File: src/rtl/portcal_pkg.sv
package portcal_pkg;

   localparam int CODE_W = 3;

   typedef enum logic [CODE_W-1:0] {
      SPD_NONE = 3'd0,
      SPD_1G   = 3'd1,
      SPD_2G5  = 3'd2,
      SPD_5G   = 3'd3,
      SPD_10G  = 3'd4,
      SPD_25G  = 3'd5,
      SPD_0G5  = 3'd6,
      SPD_12G5 = 3'd7
   } spd_code_e;

   typedef enum logic [2:0] {
      ST_IDLE,
      ST_ACCUM,
      ST_CHECK,
      ST_WRITE,
      ST_READ,
      ST_SAMPLE
   } seq_state_e;

   // Bandwidth in Mb/s for each speed code
   function automatic int unsigned spd_mbps(input logic [CODE_W-1:0] code);
      case (spd_code_e'(code))
         SPD_1G:   return 1000;
         SPD_2G5:  return 2500;
         SPD_5G:   return 5000;
         SPD_10G:  return 10000;
         SPD_25G:  return 25000;
         SPD_0G5:  return 500;
         SPD_12G5: return 12500;
         default:  return 0;
      endcase
   endfunction

   // Core throughput ceiling: one third of the selected core clock in MHz
   function automatic int unsigned core_ceiling(input logic [1:0] sel);
      case (sel)
         2'd0:    return 83000;
         2'd1:    return 166000;
         2'd2:    return 208000;
         default: return 0;
      endcase
   endfunction

   function automatic logic clk_sel_ok(input logic [1:0] sel);
      return sel != 2'd3;
   endfunction

endpackage

File: src/rtl/portcal_packer.sv
module portcal_packer
   import portcal_pkg::*;
#(
   parameter int NUM_WORDS      = 7,
   parameter int PORTS_PER_WORD = 10,
   parameter int DATA_W         = 32,
   parameter int WIDX_W         = 3,
   parameter int SIDX_W         = 4
) (
   input  logic                             clk,
   input  logic                             rst_n,
   input  logic                             clr_i,
   input  logic                             vld_i,
   input  logic [CODE_W-1:0]                code_i,
   input  logic [WIDX_W-1:0]                word_idx_i,
   input  logic [SIDX_W-1:0]                slot_idx_i,
   output logic [NUM_WORDS-1:0][DATA_W-1:0] words_o
);

   logic [$clog2(DATA_W+1)-1:0] bit_off;
   assign bit_off = $bits(bit_off)'(int'(slot_idx_i) * CODE_W);

   for (genvar g = 0; g < NUM_WORDS; g++) begin : g_word
      always_ff @(posedge clk or negedge rst_n) begin
         if (!rst_n) begin
            words_o[g] <= '0;
         end else if (clr_i) begin
            words_o[g] <= '0;
         end else if (vld_i && (code_i != SPD_NONE) && (word_idx_i == WIDX_W'(g))) begin
            words_o[g][bit_off +: CODE_W] <= code_i;
         end
      end
   end

endmodule

File: src/rtl/portcal_accum.sv
module portcal_accum
   import portcal_pkg::*;
#(
   parameter int FRONT_PORTS = 65,
   parameter int BW_W        = 22,
   parameter int IDX_W       = 7
) (
   input  logic              clk,
   input  logic              rst_n,
   input  logic              clr_i,
   input  logic              vld_i,
   input  logic [CODE_W-1:0] code_i,
   input  logic [IDX_W-1:0]  port_idx_i,
   output logic [BW_W-1:0]   front_sum_o,
   output logic [BW_W-1:0]   total_sum_o
);

   logic [BW_W-1:0] bw;
   logic            is_front;

   assign bw       = BW_W'(spd_mbps(code_i));
   assign is_front = int'(port_idx_i) < FRONT_PORTS;

   always_ff @(posedge clk or negedge rst_n) begin
      if (!rst_n) begin
         front_sum_o <= '0;
         total_sum_o <= '0;
      end else if (clr_i) begin
         front_sum_o <= '0;
         total_sum_o <= '0;
      end else if (vld_i) begin
         if (is_front) begin
            front_sum_o <= front_sum_o + bw;
            total_sum_o <= total_sum_o + bw;
         end else begin
            total_sum_o <= total_sum_o + (bw >> 1);
         end
      end
   end

endmodule

File: src/rtl/portcal_seq.sv
module portcal_seq
   import portcal_pkg::*;
#(
   parameter int NUM_PORTS      = 70,
   parameter int NUM_WORDS      = 7,
   parameter int PORTS_PER_WORD = 10,
   parameter int DATA_W         = 32,
   parameter int ADDR_W         = 4,
   parameter int BW_W           = 22,
   parameter int IDX_W          = 7,
   parameter int WIDX_W         = 3,
   parameter int SIDX_W         = 4,
   parameter int CTRL_ADDR      = 0,
   parameter int WORD_BASE      = 1,
   parameter int MODE_LSB       = 0,
   parameter int MODE_W         = 4,
   parameter int GRANT_LSB      = 4,
   parameter int GRANT_W        = 10,
   parameter int HALT_MODE      = 10,
   parameter int AUTO_MODE      = 8,
   parameter int GRANT_RATE     = 671
) (
   input  logic                             clk,
   input  logic                             rst_n,
   input  logic                             start_i,
   input  logic [1:0]                       clk_sel_i,
   input  logic [BW_W-1:0]                  target_bw_i,
   input  logic                             port_vld_i,
   input  logic [BW_W-1:0]                  front_sum_i,
   input  logic [BW_W-1:0]                  total_sum_i,
   input  logic [NUM_WORDS-1:0][DATA_W-1:0] words_i,
   input  logic                             status_err_i,
   output logic                             acc_clr_o,
   output logic                             acc_vld_o,
   output logic [IDX_W-1:0]                 port_idx_o,
   output logic [WIDX_W-1:0]                word_idx_o,
   output logic [SIDX_W-1:0]                slot_idx_o,
   output logic                             wr_en_o,
   output logic [ADDR_W-1:0]                wr_addr_o,
   output logic [DATA_W-1:0]                wr_data_o,
   output logic [DATA_W-1:0]                wr_mask_o,
   output logic                             rd_en_o,
   output logic [ADDR_W-1:0]                rd_addr_o,
   output logic                             done_o,
   output logic                             pass_o,
   output logic                             fail_o
);

   localparam int STEPS  = NUM_WORDS + 3;
   localparam int STEP_W = $clog2(STEPS + 1);

   seq_state_e        state_q;
   logic [STEP_W-1:0] step_q;
   logic [1:0]        sel_q;
   logic [BW_W-1:0]   target_q;
   logic              over_limit;
   logic [WIDX_W-1:0] word_sel;

   assign acc_clr_o  = (state_q == ST_IDLE) && start_i;
   assign acc_vld_o  = (state_q == ST_ACCUM) && port_vld_i;
   assign over_limit = (front_sum_i > target_q) ||
                       (total_sum_i > BW_W'(core_ceiling(sel_q)));
   assign word_sel   = WIDX_W'(int'(step_q) - 1);
   assign rd_en_o    = (state_q == ST_READ);
   assign rd_addr_o  = ADDR_W'(CTRL_ADDR);

   always_ff @(posedge clk or negedge rst_n) begin
      if (!rst_n) begin
         state_q    <= ST_IDLE;
         step_q     <= '0;
         sel_q      <= '0;
         target_q   <= '0;
         port_idx_o <= '0;
         word_idx_o <= '0;
         slot_idx_o <= '0;
         done_o     <= 1'b0;
         pass_o     <= 1'b0;
         fail_o     <= 1'b0;
      end else begin
         done_o <= 1'b0;
         pass_o <= 1'b0;
         fail_o <= 1'b0;
         case (state_q)
            ST_IDLE: begin
               if (start_i) begin
                  port_idx_o <= '0;
                  word_idx_o <= '0;
                  slot_idx_o <= '0;
                  sel_q      <= clk_sel_i;
                  target_q   <= target_bw_i;
                  if (!clk_sel_ok(clk_sel_i)) begin
                     done_o <= 1'b1;
                     fail_o <= 1'b1;
                  end else begin
                     state_q <= ST_ACCUM;
                  end
               end
            end
            ST_ACCUM: begin
               if (port_vld_i) begin
                  port_idx_o <= port_idx_o + 1'b1;
                  if (int'(slot_idx_o) == PORTS_PER_WORD - 1) begin
                     slot_idx_o <= '0;
                     word_idx_o <= word_idx_o + 1'b1;
                  end else begin
                     slot_idx_o <= slot_idx_o + 1'b1;
                  end
                  if (int'(port_idx_o) == NUM_PORTS - 1) state_q <= ST_CHECK;
               end
            end
            ST_CHECK: begin
               step_q <= '0;
               if (over_limit) begin
                  done_o  <= 1'b1;
                  fail_o  <= 1'b1;
                  state_q <= ST_IDLE;
               end else begin
                  state_q <= ST_WRITE;
               end
            end
            ST_WRITE: begin
               step_q <= step_q + 1'b1;
               if (int'(step_q) == STEPS - 1) state_q <= ST_READ;
            end
            ST_READ: state_q <= ST_SAMPLE;
            ST_SAMPLE: begin
               done_o  <= 1'b1;
               pass_o  <= !status_err_i;
               fail_o  <= status_err_i;
               state_q <= ST_IDLE;
            end
            default: state_q <= ST_IDLE;
         endcase
      end
   end

   // Write bus decoded from the step counter
   always_comb begin
      wr_en_o   = (state_q == ST_WRITE);
      wr_addr_o = ADDR_W'(CTRL_ADDR);
      wr_data_o = '0;
      wr_mask_o = '0;
      if (state_q == ST_WRITE) begin
         if (step_q == '0) begin
            wr_data_o[MODE_LSB +: MODE_W] = MODE_W'(HALT_MODE);
            wr_mask_o[MODE_LSB +: MODE_W] = '1;
         end else if (int'(step_q) <= NUM_WORDS) begin
            wr_addr_o = ADDR_W'(WORD_BASE + int'(word_sel));
            wr_data_o = words_i[word_sel];
            wr_mask_o = '1;
         end else if (int'(step_q) == NUM_WORDS + 1) begin
            wr_data_o[GRANT_LSB +: GRANT_W] = GRANT_W'(GRANT_RATE);
            wr_mask_o[GRANT_LSB +: GRANT_W] = '1;
         end else begin
            wr_data_o[MODE_LSB +: MODE_W] = MODE_W'(AUTO_MODE);
            wr_mask_o[MODE_LSB +: MODE_W] = '1;
         end
      end
   end

endmodule

File: src/rtl/portcal_encoder.sv
module portcal_encoder
   import portcal_pkg::*;
#(
   parameter int NUM_PORTS      = 70,
   parameter int FRONT_PORTS    = 65,
   parameter int PORTS_PER_WORD = 10,
   parameter int DATA_W         = 32,
   parameter int ADDR_W         = 4,
   parameter int BW_W           = 22,
   parameter int CTRL_ADDR      = 0,
   parameter int WORD_BASE      = 1,
   parameter int MODE_LSB       = 0,
   parameter int MODE_W         = 4,
   parameter int GRANT_LSB      = 4,
   parameter int GRANT_W        = 10,
   parameter int ERR_BIT        = 16,
   parameter int HALT_MODE      = 10,
   parameter int AUTO_MODE      = 8,
   parameter int GRANT_RATE     = 671
) (
   input  logic                clk,
   input  logic                rst_n,
   input  logic                start_i,
   input  logic [1:0]          clk_sel_i,
   input  logic [BW_W-1:0]     target_bw_i,
   input  logic                port_vld_i,
   input  logic [2:0]          port_code_i,
   output logic                wr_en_o,
   output logic [ADDR_W-1:0]   wr_addr_o,
   output logic [DATA_W-1:0]   wr_data_o,
   output logic [DATA_W-1:0]   wr_mask_o,
   output logic                rd_en_o,
   output logic [ADDR_W-1:0]   rd_addr_o,
   input  logic [DATA_W-1:0]   rd_data_i,
   output logic                done_o,
   output logic                pass_o,
   output logic                fail_o
);

   localparam int NUM_WORDS = (NUM_PORTS + PORTS_PER_WORD - 1) / PORTS_PER_WORD;
   localparam int IDX_W     = $clog2(NUM_PORTS + 1);
   localparam int WIDX_W    = (NUM_WORDS > 1) ? $clog2(NUM_WORDS) : 1;
   localparam int SIDX_W    = (PORTS_PER_WORD > 1) ? $clog2(PORTS_PER_WORD) : 1;

   // Elaboration-time parameter checks
   if (PORTS_PER_WORD * CODE_W > DATA_W) begin : g_bad_pack
      $error("port fields do not fit in one data word");
   end
   if (FRONT_PORTS > NUM_PORTS) begin : g_bad_front
      $error("front-port count exceeds port count");
   end
   if (WORD_BASE + NUM_WORDS > (1 << ADDR_W)) begin : g_bad_addr
      $error("configuration words exceed the address space");
   end
   if ((GRANT_LSB + GRANT_W > DATA_W) || (MODE_LSB + MODE_W > DATA_W) || (ERR_BIT >= DATA_W)) begin : g_bad_field
      $error("control field outside the data word");
   end
   if (BW_W < 18) begin : g_bad_bw
      $error("bandwidth width too small for the core ceiling");
   end

   logic                             acc_clr, acc_vld;
   logic [IDX_W-1:0]                 port_idx;
   logic [WIDX_W-1:0]                word_idx;
   logic [SIDX_W-1:0]                slot_idx;
   logic [BW_W-1:0]                  front_sum, total_sum;
   logic [NUM_WORDS-1:0][DATA_W-1:0] words;
   logic                             unused_rd;

   assign unused_rd = ^rd_data_i;

   portcal_packer #(
      .NUM_WORDS(NUM_WORDS), .PORTS_PER_WORD(PORTS_PER_WORD), .DATA_W(DATA_W),
      .WIDX_W(WIDX_W), .SIDX_W(SIDX_W)
   ) packer_i (
      .clk(clk), .rst_n(rst_n), .clr_i(acc_clr), .vld_i(acc_vld),
      .code_i(port_code_i), .word_idx_i(word_idx), .slot_idx_i(slot_idx),
      .words_o(words)
   );

   portcal_accum #(
      .FRONT_PORTS(FRONT_PORTS), .BW_W(BW_W), .IDX_W(IDX_W)
   ) accum_i (
      .clk(clk), .rst_n(rst_n), .clr_i(acc_clr), .vld_i(acc_vld),
      .code_i(port_code_i), .port_idx_i(port_idx),
      .front_sum_o(front_sum), .total_sum_o(total_sum)
   );

   portcal_seq #(
      .NUM_PORTS(NUM_PORTS), .NUM_WORDS(NUM_WORDS), .PORTS_PER_WORD(PORTS_PER_WORD),
      .DATA_W(DATA_W), .ADDR_W(ADDR_W), .BW_W(BW_W), .IDX_W(IDX_W),
      .WIDX_W(WIDX_W), .SIDX_W(SIDX_W), .CTRL_ADDR(CTRL_ADDR), .WORD_BASE(WORD_BASE),
      .MODE_LSB(MODE_LSB), .MODE_W(MODE_W), .GRANT_LSB(GRANT_LSB), .GRANT_W(GRANT_W),
      .HALT_MODE(HALT_MODE), .AUTO_MODE(AUTO_MODE), .GRANT_RATE(GRANT_RATE)
   ) seq_i (
      .clk(clk), .rst_n(rst_n), .start_i(start_i), .clk_sel_i(clk_sel_i),
      .target_bw_i(target_bw_i), .port_vld_i(port_vld_i),
      .front_sum_i(front_sum), .total_sum_i(total_sum), .words_i(words),
      .status_err_i(rd_data_i[ERR_BIT]),
      .acc_clr_o(acc_clr), .acc_vld_o(acc_vld), .port_idx_o(port_idx),
      .word_idx_o(word_idx), .slot_idx_o(slot_idx),
      .wr_en_o(wr_en_o), .wr_addr_o(wr_addr_o), .wr_data_o(wr_data_o),
      .wr_mask_o(wr_mask_o), .rd_en_o(rd_en_o), .rd_addr_o(rd_addr_o),
      .done_o(done_o), .pass_o(pass_o), .fail_o(fail_o)
   );

endmodule

File: config.mk
export PLATFORM = sky130hd
export DESIGN_NAME = portcal_encoder
export DESIGN_NICKNAME = d
export VERILOG_FILES = /design/src/rtl/portcal_pkg.sv /design/src/rtl/portcal_packer.sv /design/src/rtl/portcal_accum.sv /design/src/rtl/portcal_seq.sv /design/src/rtl/portcal_encoder.sv
export SDC_FILE = /design/constraint.sdc
export NUM_CORES = 1
export LEC_CHECK = 0
export ABC_AREA = 1
export BUFFER_PORTS_ARGS = -buffer_cell sky130_fd_sc_hd__buf_2
export CAP_MARGIN = 20
export CORE_UTILIZATION = 50
export CTS_BUF_LIST = sky130_fd_sc_hd__clkbuf_4 sky130_fd_sc_hd__clkbuf_8
export DETAILED_ROUTE_END_ITERATION = 10
export PLACE_DENSITY = 0.71
export SYNTH_ARGS = -nofsm -noshare
export SYNTH_HDL_FRONTEND = slang
export SYNTH_HIERARCHICAL = 1
export SYNTH_SLANG_ARGS = --single-unit
File: constraint.sdc
create_clock -name clk -period 3.2 [get_ports clk]
set_clock_uncertainty 0.15 [all_clocks]
set_input_delay 0.64 -clock clk [delete_from_list [all_inputs] [get_ports clk]]
set_output_delay 0.64 -clock clk [all_outputs]
set_load 0.01 [all_outputs]
== Word level (Yosys, flattened, before mapping) ==
Index checks and enable logic that the tools add are counted.
Operators by class
  add/subtract/negate cells: 10
  equal/unequal tests: 31
  order comparisons: 5
  $mul: 1
  reduce and logical (&&, ||, !) cells: 33
  shift operators: 2
  muxes and demuxes: 73
Operators by type and width (number)
  $mux W32: 17
  $bwmux W32: 7
  $mux W22: 6
  $pmux W15 S7: 1
  $bmux W32 S3: 1
  $mux W28: 2
  $pmux W18 S3: 1
  $add A22 B15 Y22: 2
  $mux W4: 10
  $mux W18: 2
  $shift A3 B8 Y32 const A: 1
  $shiftx A3 B8 Y32: 1
  $mux W14: 2
  $eq A3 B3 Y1 const B: 9
  $mux W3: 8
  $add A22 B14 Y22: 1
  $gt A22 B18 Y1: 1
  $gt A22 B22 Y1: 1
  $reduce_bool A2 Y1: 11
  $mux W10: 2
  $eq A3 B2 Y1 const B: 6
  $pmux W4 S2: 2
  $pmux W3 S5: 1
  $mux W7: 2
  33 further kinds: 58
Storage, ports and cells
  output and inout bits: 77
  input port bits: 63
  word-level logic and storage cells: 174
  register bits: 316

== Longest topological paths before layout ==
  word-level depth: 6
  gate-level depth with buffers: 19
  mapped depth without buffers: 19

== By module ==
The synthesis kept the hierarchy.
By module, submodules not included
  portcal_packer: instances 1, seq. area each 5605.4 sq um, cells an instance 1137, area an instance 9429.0 sq um
  portcal_seq: instances 1, seq. area each 1201.2 sq um, cells an instance 854, area an instance 5545.3 sq um
  portcal_accum: instances 1, seq. area each 1026.0 sq um, cells an instance 523, area an instance 3467.1 sq um

== Worst setup path after synthesis ==
No wires, ideal clock.
  kind: flip-flop to output port
  start: reg seq_i.step_q[0]
  end: out wr_data_o[18]
  data required time: 2.410 ns
  buffers on the path: 3
  setup slack: -0.057 ns
  arrival: 2.467 ns
  cell stages (with the launch flop): 11
  cells stage by stage: dfrtp_1 -> inv_2 -> clkbuf_1 -> clkbuf_1 -> ha_1 -> inv_2 -> nand2_1 -> inv_2 -> buf_1 -> a21oi_1 -> a221oi_1
Between the ends
  cells in the longest elaborated chain, start to end: 6
  elaborated cells on any way between the ends: 8
  those cells by class: add/sub (1); order compare (1); mux (5); reduce/logical (1)
RTL lines
  from (decl): RTL line portcal_seq.sv:53  | logic [STEP_W-1:0] step_q;
  from (signal assigned): RTL line portcal_seq.sv:122  | step_q <= step_q + 1'b1;
  $sub A3 B1 Y3: RTL line portcal_seq.sv:63  | assign word_sel = WIDX_W'(int'(step_q) - 1);
  $bmux W32 S3: RTL line portcal_seq.sv:149  | wr_data_o = words_i[word_sel];
  $mux W32 (not written as such): RTL line portcal_seq.sv:149
  $mux W18: RTL line portcal_seq.sv:147  | end else if (int'(step_q) <= NUM_WORDS) begin
  $mux W28 (*): RTL line portcal_seq.sv:144  | if (step_q == '0) begin
  $mux W32 (*): RTL line portcal_seq.sv:143  | if (state_q == ST_WRITE) begin
  to (decl): RTL line portcal_encoder.sv:30  | output logic [DATA_W-1:0] wr_data_o,
Every way passes the cells marked *; elsewhere a longest branch is shown, timed or not. The select of a mux whose other input is x is not followed.

== Worst setup path in the final report ==
  start: reg seq_i.step_q[0]
  end: out wr_data_o[2]
Between the ends
  cells in the longest elaborated chain, start to end: 6
  elaborated cells on any way between the ends: 8
  those cells by class: add/sub (1); order compare (1); mux (5); reduce/logical (1)
RTL lines (RTL line)
  $sub A3 B1 Y3: portcal_seq.sv:63
  $bmux W32 S3: portcal_seq.sv:149
  $mux W32 (not written as such): portcal_seq.sv:149
  $mux W14: portcal_seq.sv:147
  $mux W4 (*): portcal_seq.sv:144
  $mux W32 (*): portcal_seq.sv:143
Marks and branches as above.

==> results.sh <==
export IMPL_pwr_share_seq_pct=27.3
export IMPL_finalInstanceArea_sq_um=22200
export IMPL_grt_overflow_total=0
export IMPL_irDropWorstVdd_v=0.000523
export IMPL_hold_viol_final=0
export IMPL_htreeDepth=2
export IMPL_dp_cells=3032
export IMPL_ys_ff_latch=313
export IMPL_antenna_found_initial=1
export IMPL_die_w_um=194
export IMPL_die_area_sq_um=37700
export IMPL_cts_buffers=55
export IMPL_yosysWarnings=6
export IMPL_crit_type="reg2out"
export IMPL_synth_edf_count=0
export IMPL_nets=2834
export IMPL_clock_latency_ns=0.62
export IMPL_yosysSeqAreaShare_pct=42.5
export IMPL_track_usage_pct=28.7
export IMPL_status="complete, but fails checks"
export IMPL_die_y_um=194
export IMPL_setup_viol=29
export IMPL_pwr_share_clk_pct=18.8
export IMPL_postRouteAntennaNets=0
export IMPL_area_growth_pct=20.2
export IMPL_ys_top_cells_by_count="nand2_1, dfrtp_1, nor2_1, o21ai_0, nand3_1"
export IMPL_cp_startpoint="seq_i/step_q[0]"
export IMPL_viasPerCell=5.45
export IMPL_power_frac_comb_pct=54.0
export IMPL_critical_path_arrival_ns=2.59
export IMPL_cp_max_fo=6
export IMPL_max_stage_delay_ns=0.41
export IMPL_violations="setup timing"
export IMPL_syn_instance_count=2514
export IMPL_cap_violations=0
export IMPL_syn_area_per_cell_sq_um=7.34
export IMPL_required_ns=2.41
export IMPL_fin_util_pct=61.7
export IMPL_gp_congestion=0.923
export IMPL_synth_most_common_cell="nand2_1"
export IMPL_synth_area_top_cells="dfrtp_1, nand2_1, ha_1"
export IMPL_worstPathCellList="clkinv_4 > ha_4 > inv_4 > nand2_4 > inv_6 > buf_6 > buf_12 > buf_12 > a21oi_1 > a221oi_2 > buf_2"
export IMPL_critPathLaunchType="flip-flop"
export IMPL_p_leak_nw=11.7
export IMPL_cp_slowest_cell="dfrtp_2"
export IMPL_drive_gt1_share_pct=19.1
export IMPL_fmax_ghz=0.296
export IMPL_power_switching_mw=9.82
export IMPL_post_place_ws_ns=0.0802
export IMPL_synth_ff_type="dfrtp_1"
export IMPL_clk_pin_slew_ns=0.05
export IMPL_wire_per_inst_um=17.1
export IMPL_powerDensity_nw_per_um2=972
export IMPL_grt_pass1_vias=17100
export IMPL_drt_pass1_iterations=5
export IMPL_drt_total_wl_mm=54.6
export IMPL_rsz0062_at_grt="yes"
export IMPL_fin_crit_sh_pct=105
export IMPL_clock_root_buffer="clkbuf_8"
export IMPL_p_total_mw=21.5
export IMPL_start_util_pct=51.3
export IMPL_rows=69
export IMPL_ys_types=56
export IMPL_r2r_start="seq_i/port_idx_o[1]"
export IMPL_worstMarginPinSlew_ns=0.621
export IMPL_layout_min_cycle_time_ns=3.38
export IMPL_drc=0
export IMPL_port_buffers=104
export IMPL_cp_end_kind="output port"
export IMPL_grt_pass1_wl_mm=87.3
export IMPL_dr_first_iter_drc_count=1287
export IMPL_hp_class="in2reg"
export IMPL_cts_sinks=313
export IMPL_worst_slack_ns=-0.176
export IMPL_cts_tree="yes"
export IMPL_core_sq_um=35900
export IMPL_layout_cells_non_filler=3191
export IMPL_ys_async_sr_fraction_pct=100
export IMPL_slew_viol_final=0
export IMPL_vias=17400
export IMPL_grt_max_degree=76
export IMPL_sw_frac_of_total_pct=45.6
export IMPL_synthesis_area_sq_um=18400
export IMPL_postPlaceCellArea_sq_um=19700
export IMPL_io_pins=140
export IMPL_relSlewSlack_pct=58.6
export IMPL_hold_start="rd_data_i[16]"
export IMPL_yosysTopAreaCell="dfrtp_1"
export IMPL_cp_common_cell="buf_12"
export IMPL_clockBufferDepth=3
export IMPL_hpwl_mm=35.3
export IMPL_p_int_mw=11.7
export IMPL_yosys_area_top_type_share_pct=42.5
[cell families (layout without fill, tap and decap cells)]
family,after synthesis,after routing,share of synthesized area [%]
AND/OR/NAND/NOR,1448,1448,32.1
buffers and inverters,296,506,7.58
other,2,8,0.0407
adder cells (fa/ha/maj),84,84,5.78
flip-flops,313,313,42.5
AO/OA/AOI/OAI,361,361,11.5
XOR/XNOR,10,10,0.516
[critical path, delay by kind of cell, from the launching register on]
| kind | cells | cell delay, ns |
|---|---|---|
| buffers and inverters | 7 | 0.81 |
| AO/OA/AOI/OAI | 2 | 0.42 |
| flip-flops | 1 | 0.41 |
| adder cells (fa/ha/maj) | 1 | 0.26 |
| AND/OR/NAND/NOR | 1 | 0.06 |
[timing repair]
| item | CTS | global route |
|---|---|---|
| endpoints found under the hold margin | 69 | 0 |
| gates resized for setup | 109 | 82 |
| hold buffers | 1 | 0 |
| buffers inserted | 34 | 18 |
| cloned | 7 | 2 |
| pin swaps | 26 | 33 |
| endpoints found under the setup margin | 62 | 56 |
[cells in the final DEF, fill, tap and decap left out, types with 9 or more instances in the layout]
cell / synthesis / layout
a21oi_2: 0 / 9
inv_2: 26 / 25
a41oi_2: 10 / 11
buf_2: 45 / 102
dfrtp_1: 313 / 311
inv_1: 141 / 138
o21ai_1: 18 / 43
nand2_4: 2 / 11
nand2_2: 16 / 22
a21oi_1: 100 / 88
clkbuf_4: 0 / 14
nor3_1: 10 / 10
nand3_1: 167 / 167
o21ai_0: 170 / 123
o21ai_2: 5 / 26
nand2_1: 988 / 972
buf_12: 0 / 24
clkbuf_8: 0 / 76
nor2_2: 17 / 21
a221oi_2: 0 / 10
buf_6: 8 / 15
a211oi_2: 3 / 11
ha_1: 82 / 81
buf_4: 44 / 83
nor2_1: 213 / 208
[power groups by stage]
stage                     Clock (mW)  Combinational [mW]  Sequential [mW]
final                           4.05                11.6             5.88
after global routing            4.30                12.6             6.00
after CTS                       4.13                10.8             5.83
after detailed placement           0                9.32             5.86
after global placement             0                9.09             5.82
after floorplan                    0                6.61             5.67
[final cells by class]
class	instances	area (sq um)
Sequential cell	313	7840
Multi-Input combinational cell	1910	9750
Antenna cell	1	2.50
Clock buffer	90	1150
Tap cell	461	577
Fill cell	3146	13800
Clock inverter	9	76.3
Timing Repair Buffer	238	2100
Inverter	169	666
[final timing paths]
check / to / slack [ns] / cells past startpoint
max: wr_data_o[2] / -0.18 / 11
min: seq_i/pass_o / 0.04 / 2
max reg2reg: accum_i/total_sum_o[17] / 0.29 / 12
min reg2reg: packer_i/words_o[20] / 0.32 / 2
max in group asynchronous: packer_i/words_o[146] / 1.61 / 3
min in group asynchronous: packer_i/words_o[39] / 0.44 / 2
[metal layers]
| metal | vias up | GRT usage [%] | share of wire (%) |
|---|---|---|---|
| met3 | 168 | 4.61 | 6.4 |
| met5 | - | 0 | 0 |
| met4 | 0 | 13.4 | 4.2 |
| li1 | 8434 | - | - |
| met1 | 8173 | 35.2 | 41 |
| met2 | 616 | 49.4 | 48 |
[state kept, by name, summed over array words and instances, names as in the netlist, 4 cells and up]
| register | cells |
|---|---|
| accum_i/total_sum_o | 21 |
| seq_i/slot_idx_o | 4 |
| seq_i/port_idx_o | 7 |
| seq_i/step_q | 4 |
| packer_i/words_o | 224 |
| seq_i/target_q | 22 |
| accum_i/front_sum_o | 20 |
[per-stage QoR]
stage               setup TNS (ns)  hold WS [ns]
floorplan                        0         0.194
global placement                 0         0.298
detailed placement               0         0.303
CTS                          -1.93        0.0178
global route                 -4.60        0.0316
finish                       -2.29        0.0436
(Power assumes the default switching activity.)
